--- config.mk ---
export PLATFORM = sky130hd
export DESIGN_NAME = seg_xlate
export DESIGN_NICKNAME = d
export VERILOG_FILES = /design/src/rtl/seg_xlate_pkg.sv /design/src/rtl/seg_regs.sv /design/src/rtl/seg_match.sv /design/src/rtl/seg_pick.sv /design/src/rtl/seg_xlate.sv
export SDC_FILE = /design/constraint.sdc
export NUM_CORES = 2
export LEC_CHECK = 0
export BUFFER_PORTS_ARGS = -buffer_cell sky130_fd_sc_hd__buf_2
export CORE_UTILIZATION = 50
export DETAILED_ROUTE_END_ITERATION = 6
export HOLD_SLACK_MARGIN = 0.15
export MAX_ROUTING_LAYER = met4
export PLACE_DENSITY = 0.64
export SETUP_SLACK_MARGIN = 0.15
export SYNTH_ARGS = -nofsm -noshare
export SYNTH_HDL_FRONTEND = slang
export SYNTH_SLANG_ARGS = --single-unit
--- constraint.sdc ---
create_clock -name clk -period 49.8 [get_ports clk]
set_input_delay 2.49 -clock clk [delete_from_list [all_inputs] [get_ports clk]]
set_output_delay 2.49 -clock clk [all_outputs]
set_load 0.01 [all_outputs]
--- src/rtl/seg_xlate_pkg.sv ---
package seg_xlate_pkg;

  localparam int unsigned LA_W     = 32;
  localparam int unsigned PA_W     = 36;
  localparam int unsigned PAGE_W   = 12;
  localparam int unsigned CODE_W   = 5;
  localparam int unsigned PERM_W   = 6;
  localparam int unsigned MIN_CODE = 11;
  localparam int unsigned BASE_W   = LA_W - PAGE_W;
  localparam int unsigned REPL_W   = PA_W - PAGE_W;
  localparam int unsigned HI_GAP   = PAGE_W - CODE_W;
  localparam int unsigned LO_GAP   = LA_W - REPL_W - PERM_W;

  typedef enum logic [1:0] {
    ACC_READ  = 2'd0,
    ACC_WRITE = 2'd1,
    ACC_EXEC  = 2'd2,
    ACC_RSVD  = 2'd3
  } acc_e;

  function automatic logic [BASE_W-1:0] rst_base(input int s);
    return (s == 1) ? BASE_W'(32'h8_0000) : '0;
  endfunction

  function automatic logic [CODE_W-1:0] rst_code(input int s);
    return (s < 2) ? CODE_W'(30) : '0;
  endfunction

  function automatic logic [REPL_W-1:0] rst_repl(input int s);
    return (s == 1) ? REPL_W'(32'h80_0000) : '0;
  endfunction

  function automatic logic [PERM_W-1:0] rst_perm(input int s);
    return (s < 2) ? '1 : '0;
  endfunction

endpackage

--- src/rtl/seg_regs.sv ---
module seg_regs
  import seg_xlate_pkg::*;
#(
  parameter int unsigned NSEG = 16,
  localparam int unsigned IDX_W = $clog2(2 * NSEG),
  localparam int unsigned SEL_W = IDX_W - 1
) (
  input  logic                         clk,
  input  logic                         rst_n,
  input  logic                         we,
  input  logic [IDX_W-1:0]             word,
  input  logic [LA_W-1:0]              wdata,
  output logic [LA_W-1:0]              rdata,
  output logic [NSEG-1:0][BASE_W-1:0]  base_o,
  output logic [NSEG-1:0][CODE_W-1:0]  code_o,
  output logic [NSEG-1:0][REPL_W-1:0]  repl_o,
  output logic [NSEG-1:0][PERM_W-1:0]  perm_o
);

  logic [NSEG-1:0][BASE_W-1:0] base_q, base_d;
  logic [NSEG-1:0][CODE_W-1:0] code_q, code_d;
  logic [NSEG-1:0][REPL_W-1:0] repl_q, repl_d;
  logic [NSEG-1:0][PERM_W-1:0] perm_q, perm_d;
  logic [SEL_W-1:0]            sel;
  logic                        is_hi;

  assign sel   = word[IDX_W-1:1];
  assign is_hi = word[0];

  // next-state
  always_comb begin
    base_d = base_q;
    code_d = code_q;
    repl_d = repl_q;
    perm_d = perm_q;
    if (we) begin
      if (is_hi) begin
        base_d[sel] = wdata[LA_W-1:PAGE_W];
        code_d[sel] = wdata[CODE_W-1:0];
      end else begin
        repl_d[sel] = wdata[LA_W-1:LA_W-REPL_W];
        perm_d[sel] = wdata[PERM_W-1:0];
      end
    end
  end

  // registers, enabled by the write strobe
  always_ff @(posedge clk or negedge rst_n) begin
    if (!rst_n) begin
      for (int s = 0; s < int'(NSEG); s++) begin
        base_q[s] <= rst_base(s);
        code_q[s] <= rst_code(s);
        repl_q[s] <= rst_repl(s);
        perm_q[s] <= rst_perm(s);
      end
    end else if (we) begin
      base_q <= base_d;
      code_q <= code_d;
      repl_q <= repl_d;
      perm_q <= perm_d;
    end
  end

  // readback with reserved bits forced low
  always_comb begin
    if (is_hi) rdata = {base_q[sel], HI_GAP'(0), code_q[sel]};
    else       rdata = {repl_q[sel], LO_GAP'(0), perm_q[sel]};
  end

  assign base_o = base_q;
  assign code_o = code_q;
  assign repl_o = repl_q;
  assign perm_o = perm_q;

  p_rsvd_hi_r2: assert property (@(posedge clk) disable iff (!rst_n)
    is_hi |-> (rdata[PAGE_W-1:CODE_W] == '0));

  p_rsvd_lo_r2: assert property (@(posedge clk) disable iff (!rst_n)
    !is_hi |-> (rdata[PERM_W+LO_GAP-1:PERM_W] == '0));

  p_code_lands_r10: assert property (@(posedge clk) disable iff (!rst_n)
    (we && is_hi) |=> (code_q[$past(sel)] == $past(wdata[CODE_W-1:0])));

  p_perm_lands_r10: assert property (@(posedge clk) disable iff (!rst_n)
    (we && !is_hi) |=> (perm_q[$past(sel)] == $past(wdata[PERM_W-1:0])));

  p_hold_r10: assert property (@(posedge clk) disable iff (!rst_n)
    !we |=> ($stable(code_q) && $stable(base_q) && $stable(repl_q) && $stable(perm_q)));

endmodule

--- src/rtl/seg_match.sv ---
module seg_match
  import seg_xlate_pkg::*;
(
  input  logic              clk,
  input  logic              rst_n,
  input  logic [LA_W-1:0]   vaddr,
  input  logic [BASE_W-1:0] base,
  input  logic [CODE_W-1:0] code,
  input  logic [REPL_W-1:0] repl,
  output logic              match,
  output logic [PA_W-1:0]   paddr
);

  localparam int unsigned EXT_W = PA_W - LA_W;

  logic              en;
  logic [5:0]        nbits;
  logic [LA_W:0]     one_sh;
  logic [LA_W:0]     span;
  logic [LA_W-1:0]   lo_mask;
  logic [LA_W-1:0]   base_full;
  logic [PA_W-1:0]   repl_full;
  logic [PA_W-1:0]   lo_mask_pa;

  assign en         = (code >= CODE_W'(MIN_CODE));
  assign nbits      = 6'(code) + 6'd1;
  assign one_sh     = (LA_W+1)'(1) << nbits;
  assign span       = one_sh - (LA_W+1)'(1);
  assign lo_mask    = span[LA_W-1:0];
  assign base_full  = {base, PAGE_W'(0)};
  assign repl_full  = {repl, PAGE_W'(0)};
  assign lo_mask_pa = {EXT_W'(0), lo_mask};

  assign match = en && ((vaddr & ~lo_mask) == (base_full & ~lo_mask));
  assign paddr = (repl_full & ~lo_mask_pa) | {EXT_W'(0), vaddr & lo_mask};

  p_disabled_r5: assert property (@(posedge clk) disable iff (!rst_n)
    (code < CODE_W'(MIN_CODE)) |-> !match);

  p_offset_kept_r6: assert property (@(posedge clk) disable iff (!rst_n)
    match |-> (paddr[PAGE_W-1:0] == vaddr[PAGE_W-1:0]));

endmodule

--- src/rtl/seg_pick.sv ---
module seg_pick
  import seg_xlate_pkg::*;
#(
  parameter int unsigned NSEG = 16,
  localparam int unsigned SEL_W = $clog2(NSEG)
) (
  input  logic                        clk,
  input  logic                        rst_n,
  input  logic                        valid,
  input  acc_e                        acc,
  input  logic                        sup,
  input  logic [NSEG-1:0]             match,
  input  logic [NSEG-1:0][PA_W-1:0]   cand,
  input  logic [NSEG-1:0][PERM_W-1:0] perm,
  output logic                        hit,
  output logic                        fault,
  output logic [PA_W-1:0]             paddr
);

  logic             any;
  logic [SEL_W-1:0] win;
  logic [7:0]       pvec;
  logic [2:0]       pidx;
  logic             allowed;

  // last matching index wins
  always_comb begin
    any = 1'b0;
    win = '0;
    for (int s = 0; s < int'(NSEG); s++) begin
      if (match[s]) begin
        any = 1'b1;
        win = SEL_W'(s);
      end
    end
  end

  assign pvec    = {(8 - PERM_W)'(0), perm[win]};
  assign pidx    = (sup ? 3'd3 : 3'd0) + {1'b0, acc};
  assign allowed = (acc != ACC_RSVD) && pvec[pidx];

  assign hit   = valid && any && allowed;
  assign fault = valid && !hit;
  assign paddr = hit ? cand[win] : '0;

  p_fault_zero_r9: assert property (@(posedge clk) disable iff (!rst_n)
    fault |-> (paddr == '0));

  p_rsvd_kind_r8: assert property (@(posedge clk) disable iff (!rst_n)
    (valid && acc == ACC_RSVD) |-> fault);

  p_idle_r11: assert property (@(posedge clk) disable iff (!rst_n)
    !valid |-> (!hit && !fault));

  p_top_wins_r7: assert property (@(posedge clk) disable iff (!rst_n)
    (hit && match[NSEG-1]) |-> (paddr == cand[NSEG-1]));

endmodule

--- src/rtl/seg_xlate.sv ---
module seg_xlate
  import seg_xlate_pkg::*;
#(
  parameter int unsigned NSEG = 16,
  localparam int unsigned IDX_W = $clog2(2 * NSEG)
) (
  input  logic             clk,
  input  logic             rst_n,
  input  logic             reg_we,
  input  logic [IDX_W-1:0] reg_word,
  input  logic [31:0]      reg_wdata,
  output logic [31:0]      reg_rdata,
  input  logic             req_valid,
  input  logic [31:0]      req_vaddr,
  input  logic [1:0]       req_acc,
  input  logic             req_sup,
  output logic             xl_hit,
  output logic             xl_fault,
  output logic [35:0]      xl_paddr
);

  logic rst_s1, rst_s2;

  // asynchronous assert, synchronous release
  always_ff @(posedge clk or negedge rst_n) begin
    if (!rst_n) begin
      rst_s1 <= 1'b0;
      rst_s2 <= 1'b0;
    end else begin
      rst_s1 <= 1'b1;
      rst_s2 <= rst_s1;
    end
  end

  logic [NSEG-1:0][BASE_W-1:0] base;
  logic [NSEG-1:0][CODE_W-1:0] code;
  logic [NSEG-1:0][REPL_W-1:0] repl;
  logic [NSEG-1:0][PERM_W-1:0] perm;
  logic [NSEG-1:0]             match;
  logic [NSEG-1:0][PA_W-1:0]   cand;

  seg_regs #(.NSEG(NSEG)) i_regs (
    .clk    (clk),
    .rst_n  (rst_s2),
    .we     (reg_we),
    .word   (reg_word),
    .wdata  (reg_wdata),
    .rdata  (reg_rdata),
    .base_o (base),
    .code_o (code),
    .repl_o (repl),
    .perm_o (perm)
  );

  for (genvar g = 0; g < int'(NSEG); g++) begin : g_seg
    seg_match i_match (
      .clk   (clk),
      .rst_n (rst_s2),
      .vaddr (req_vaddr),
      .base  (base[g]),
      .code  (code[g]),
      .repl  (repl[g]),
      .match (match[g]),
      .paddr (cand[g])
    );
  end

  seg_pick #(.NSEG(NSEG)) i_pick (
    .clk   (clk),
    .rst_n (rst_s2),
    .valid (req_valid),
    .acc   (acc_e'(req_acc)),
    .sup   (req_sup),
    .match (match),
    .cand  (cand),
    .perm  (perm),
    .hit   (xl_hit),
    .fault (xl_fault),
    .paddr (xl_paddr)
  );

  p_exclusive_r9: assert property (@(posedge clk) disable iff (!rst_s2)
    !(xl_hit && xl_fault));

endmodule

* Yosys cells after proc, flatten, opt, wreduce, memory -nomap -nowiden *
Cells that the tools add are included.

cells by class
  $add $sub $neg = 33
  order comparisons = 20
  equality and inequality tests = 17
  shift-type cells = 16
  mux-type cells = 60
  bitwise logic cells = 113
  reductions and logical operators = 24

operators with widths
  cell                                                                                  number
  32-bit AND                                                                            48
  36-bit AND                                                                            16
  32-bit NOT with 36-bit output                                                         16
  36-bit by 32-bit OR with 36-bit output                                                16
  32-bit equality test                                                                  16
  32-bit NOT                                                                            16
  1-bit by 6-bit left shift with 32-bit output (first input constant)                   16
  32-bit by 1-bit subtractor with 32-bit output (second input constant)                 16
  384-bit bitwise mux                                                                   1
  320-bit bitwise mux                                                                   1
  36-bit binary-select mux with 4-bit select                                            1
  5-bit by 1-bit adder with 6-bit output (second input constant)                        16
  24-bit binary-select mux with 4-bit select                                            1
  96-bit bitwise mux                                                                    1
  24-bit demux with 4-bit select                                                        1
  20-bit binary-select mux with 4-bit select                                            1
  80-bit bitwise mux                                                                    1
  20-bit demux with 4-bit select                                                        1
  5-bit by 4-bit greater-or-equal comparator with 1-bit output (second input constant)  16
  36-bit two-way mux                                                                    2
  6-bit binary-select mux with 4-bit select                                             2
  24-bit two-way mux                                                                    2
  20-bit two-way mux                                                                    2
  32-bit two-way mux                                                                    1
  other kinds (19)                                                                      73

word-level totals
  flip-flop bits (word level) = 882
  input port bits = 76
  word-level logic and storage cells = 349

* Depth between registers and ports, before layout *
  depth in word-level cells = 30
  gate-level depth with buffers = 31
  depth with buffers taken out = 24

* Cells and area by module *
Synthesis repeated with hierarchy kept, for this count alone.

second synthesis, totals
  cell total of the unflattened synthesis = 6967
  area, all modules = 68308.0 um^2

by module, submodules not included
  module                             instances  cells each  area each (um^2)  seq. area each (um^2)
  seg_regs                           1          2577        40099.7           22048.6
  seg_match at g_seg[0].i_match ...  15         195         1328.8            0.0
  seg_pick                           1          1274        6881.6            0.0
  seg_match at g_seg[2].i_match      1          188         1341.3            0.0
  seg_xlate                          1          3           53.8              50.0

* Worst setup path after synthesis *
No wires, ideal clock.

  path type = in2out
  start point = input port req_vaddr[17]
  end point = output port xl_paddr[7]
  arrival = 6.884 ns
  data required time = 47.310 ns
  slack = 40.426 ns
  stages on the path = 21
  path buffers = 5
  cells stage by stage = clkbuf_1 > clkbuf_1 > xnor2_1 > o22ai_1 > a211oi_1 > nand4_1 > nor4_1 > a21boi_0 > o22ai_1 > or3b_2 > a2111o_1 > nand2_4 > buf_6 > mux2i_1 > a22oi_1 > a2111oi_2 > a31oi_1 > and4b_1 > buf_6 > buf_6 > and3_1

on the way
  cells in the longest elaborated chain, start to end = 25
  elaborated cells between the ends (all ways) = 89

RTL lines
  what                                       line             RTL
  start: declaration                         seg_xlate.sv:14  input logic [31:0] req_vaddr,
  32-bit AND                                 seg_match.sv:34  assign match = en && ((vaddr & ~lo_mask) == (base_full & ~lo_mask));
  32-bit equality test                       seg_match.sv:34
  1-bit logical AND                          seg_match.sv:34
  1-bit two-way mux                          seg_pick.sv:31   if (match[s]) begin
  2-bit two-way mux (2 in series)            seg_pick.sv:31
  3-bit two-way mux (4 in series)            seg_pick.sv:31
  4-bit two-way mux (8 in series)            seg_pick.sv:31
  6-bit binary-select mux with 4-bit select  seg_pick.sv:38   assign pvec = {(8 - PERM_W)'(0), perm[win]};
  6-bit two-way mux (implied by the code)    seg_pick.sv:38
  1-bit binary-select mux with 3-bit select  seg_pick.sv:40   assign allowed = (acc != ACC_RSVD) && pvec[pidx];
  1-bit two-way mux (implied by the code)    seg_pick.sv:40
  1-bit logical AND                          seg_pick.sv:40
  1-bit logical AND                          seg_pick.sv:42   assign hit = valid && any && allowed;
  36-bit two-way mux *                       seg_pick.sv:44   assign paddr = hit ? cand[win] : '0;
  end: declaration                           seg_xlate.sv:19  output logic [35:0] xl_paddr

Mark *: on every way between the ends. The rest lies on a longest branch, timed or not. The select of a mux whose other input is x is not followed.

* Final worst setup path *
  start point = register i_regs.code_q, in the netlist i_regs.code_o[55]
  end point = output port xl_paddr[23]

on the way
  cells in the longest elaborated chain, start to end = 19
  elaborated cells between the ends (all ways) = 33

RTL lines
  what                                           line             RTL
  start: declaration                             seg_regs.sv:21   logic [NSEG-1:0][CODE_W-1:0] code_q, code_d;
  start signal: indexed assignment               seg_regs.sv:52   code_q[s] <= rst_code(s);
  start signal: assignment                       seg_regs.sv:58   code_q <= code_d;
  5-bit by 1-bit adder with 6-bit output         seg_match.sv:26  assign nbits = 6'(code) + 6'd1;
  1-bit by 6-bit left shift with 32-bit output   seg_match.sv:27  assign one_sh = (LA_W+1)'(1) << nbits;
  32-bit by 1-bit subtractor with 32-bit output  seg_match.sv:28  assign span = one_sh - (LA_W+1)'(1);
  32-bit NOT                                     seg_match.sv:34
  32-bit AND                                     seg_match.sv:34
  32-bit equality test                           seg_match.sv:34
  1-bit logical AND                              seg_match.sv:34
  4-bit two-way mux (5 in series)                seg_pick.sv:31
  6-bit binary-select mux with 4-bit select      seg_pick.sv:38
  6-bit two-way mux (implied by the code)        seg_pick.sv:38
  1-bit binary-select mux with 3-bit select      seg_pick.sv:40
  1-bit two-way mux (implied by the code)        seg_pick.sv:40
  1-bit logical AND                              seg_pick.sv:40
  1-bit logical AND                              seg_pick.sv:42
  36-bit two-way mux *                           seg_pick.sv:44

Marks and branches as above.

==> impl_metrics.ini <==
[synthesis]
ys_async_sr_fraction_pct = 100.0
synth_top_family_by_area = multiplexers
synth-compound-area-share_pct = 15.39
muxShareOfSynthArea_pct = 25.67
yosys_warnings = 0
synth_seq_area_share_pct = 31.03
syn-cell-area_um2 = 71220
ys_ff_latch = 882
synth-xor-area-share_pct = 6.038
synthAdderAreaFrac_pct = 0.7484
synthSimpleGateAreaFrac_pct = 16.22
synth.avg_cell_area_um2 = 9.585
postSynthCellCount = 7431
ys_types = 119
synth_edf_count = 0
synth_flop_cell = dfrtp_1

[setup_path]
critPathMaxStageDelay_ps = 980
cpMostUsedCell = buf_4
critical_path.top_delay_family = compound AO/OA/AOI/OAI gates
reg2reg_depth = 3
reg2reg_from = rst_s2$_DFF_PN0_
cp_max_fo = 59
r2r_setup_slack_ps = 46110
start_kind = flop
slowest_stage = dfrtp_1
r2r_end = i_regs.perm_o[82]$_DFFE_PN0P_
path_buf_inv = 7
crit_path_end_kind = primary output
required_ps = 47310
cp.arrival_ps = 12790
path_class = reg -> out

[grt]
grt_pass1_wl_um = 505100
grt_usage_pct = 51.97
grt_pass1_vias = 61550
grt_max_degree = 150
grt_overflow = 0
antenna_found_initial = 69

[final_layout]
mostFrequentLayoutCell = mux2_2
multi_input_area_um2 = 45880
fillCellCount = 13000
nets = 7276
drive_gt1_share_pct = 25.56
final_util_pct = 54.16
mostFrequentLayoutCells = mux2_2, dfrtp_1, nand2_1
area_growth_syn_to_layout_pct = 7.528
layout.cells.non_filler = 9202
seq_area_um2 = 22100

[sta]
grt_setup_unrepaired = false
slew_headroom_pct = 4.455
fin_crit_ps = 15280
setup_violations = 0
finalCritPeriodShare_pct = 30.68
fmax_mhz = 65.44
final_hold_viol_count = 0
finalMaxSlewViolations = 0
final.setup.tns_ps = 0
finClkSkew_ps = 24.36
tightest_slew_ps = 1428

[power_and_ir_drop]
pwr-share-comb_pct = 50.1
seqPwrFrac_pct = 28.0
ir_worst_vdd_mv = 0.03293
clockPowerShare_pct = 21.9
netSwitchingFraction_pct = 47.64
p_int_mw = 1.946
p_leak_nw = 31.85
switchingPower_mw = 1.771
power.density_nw_per_um2 = 48.54

[min_path]
hold_end = rst_s2$_DFF_PN0_
min_from = rst_s1$_DFF_PN0_
hp-class = reg -> reg
hold_depth = 0

[drt]
drtIter0Drc = 11240
vias = 68560
wl_um = 370100
wire_per_inst_um = 40.22
first_pass_iters = 7
final_antenna_net_count = 0
viasPerCell = 7.451
drc = 0

[clocking]
cts_setup_buffers = 0
clock_latency_ps = 780
numCtsBuffers = 107
clkSlewWorstSetupHoldPaths_ps = 60
cts_max_level = 3
clk_path_buf_depth = 3
ctsHoldBuffers = 0
post_cts_resized = 0
cts_tree = yes
cts-root-buf = clkbuf_16
cts.sinks = 882

[floorplan]
die_h_um = 379.4
core_area_um2 = 141400
die_w_um = 379.4
die_area_um2 = 144000
io-pin-count = 146
initial_core_util_pct = 50.37
rows = 138

[place]
place.gp.congestion = 1.110
numPortBuffers = 141
post-dp-hpwl_um = 265500
dp_cells = 8939

[flow_run]
maxCapViolations = 0

[status]
outcome = completed
cell type report:
cell class                      count  area share, %
Antenna cell                       66         0.2157
Timing Repair Buffer              314          2.735
Clock buffer                      155          3.981
Clock inverter                     42         0.5816
Inverter                          129         0.6323
Multi-Input combinational cell   5724          59.91
Tap cell                         1890          3.088
Sequential cell                   882          28.86
power by group through the flow:
stage / Clock (mW) / Combinational (mW) / Sequential, mW
5_1_grt: 0.835 / 1.89 / 1.06
3_5_place_dp: 0 / 1.74 / 1.04
2_1_floorplan: 0 / 1.09 / 0.964
4_1_cts: 0.811 / 1.75 / 1.03
3_3_place_gp: 0 / 1.73 / 1.03
6_report: 0.815 / 1.86 / 1.04
registers in the layout, summed over array words and instances, names as in the netlist:
signal	flops
rst_s1	1
i_regs.repl_o	384
i_regs.code_o	80
i_regs.perm_o	96
i_regs.base_o	320
rst_s2	1
worst reg2reg max path: cells and delay by family, from the launching register on:
| family | cells | cell delay [ps] |
|---|---|---|
| flops | 1 | 870 |
| buf+inv | 3 | 2660 |
Yosys cell counts (47+ instances only):
master	n	share of area (%)
nor3_1	212	1.5
nor3b_1	52	0.55
and2_1	54	0.47
nor4_1	47	0.41
nand3b_1	61	0.64
a21oi_1	230	1.6
xor2_1	231	2.8
a31oi_1	96	0.84
dfrtp_1	860	30
nand2_1	657	3.5
buf_2	111	0.78
nand3_1	209	1.5
buf_1	52	0.27
inv_1	122	0.64
a211oi_1	110	1.2
o21ai_0	307	2.2
o211ai_1	82	0.86
mux2i_1	177	2.5
mux4_2	279	8.8
or3_1	72	0.63
mux2_2	905	14
xnor2_1	260	3.2
nand2b_1	64	0.56
clkbuf_1	486	2.6
nor2_1	462	2.4
and3_1	93	0.82
o22ai_1	56	0.49
nor2b_1	81	0.71
worst max path at each step:
stage	startpoint	to	cells after the start
6_report	i_regs.code_o[55]$_DFFE_PN0P_	xl_paddr[23]	25
5_1_grt	i_regs.code_o[55]$_DFFE_PN0P_	xl_paddr[23]	25
4_1_cts	i_regs.code_o[55]$_DFFE_PN0P_	xl_paddr[23]	25
3_5_place_dp	i_regs.code_o[55]$_DFFE_PN0P_	xl_paddr[23]	25
3_3_place_gp	i_regs.code_o[55]$_DFFE_PN0P_	xl_paddr[23]	25
2_1_floorplan	rst_s2$_DFF_PN0_	i_regs.base_o[0]$_DFFE_PN0P_	0
stage by stage:
| stage | worst slack, ps | hold WS [ps] | power (mW) | cell area (um^2) |
|---|---|---|---|---|
| floorplan | 23430 | 331.2 | 2.056 | 71240 |
| global placement | 36250 | 343.9 | 2.761 | 72920 |
| detailed placement | 36330 | 343.6 | 2.779 | 72920 |
| CTS | 35460 | 357.6 | 3.587 | 76420 |
| global route | 34610 | 364.0 | 3.778 | 76550 |
| finish | 34520 | 353.3 | 3.718 | 76580 |
per-layer routing:
layer | vias to the layer above | wire length [um] | GRT usage (%)
met5 | - | 0 | -
met4 | 0 | 28270 | 33.13
met3 | 1210 | 60760 | 24.14
met2 | 5561 | 144300 | 66.45
met1 | 34500 | 136700 | 64.93
li1 | 27290 | - | -
kinds of logic (layout without fill, tap and decap cells):
kind of cell	Yosys count	in the layout
simple gates	2277	2277
compound gates	1544	1544
other cells	2	73
buf+inv	830	640
fa+ha+maj	42	42
mux	1363	1363
flops	882	882
xor+xnor	491	491
Note: power is estimated with default switching activity, not from simulation.
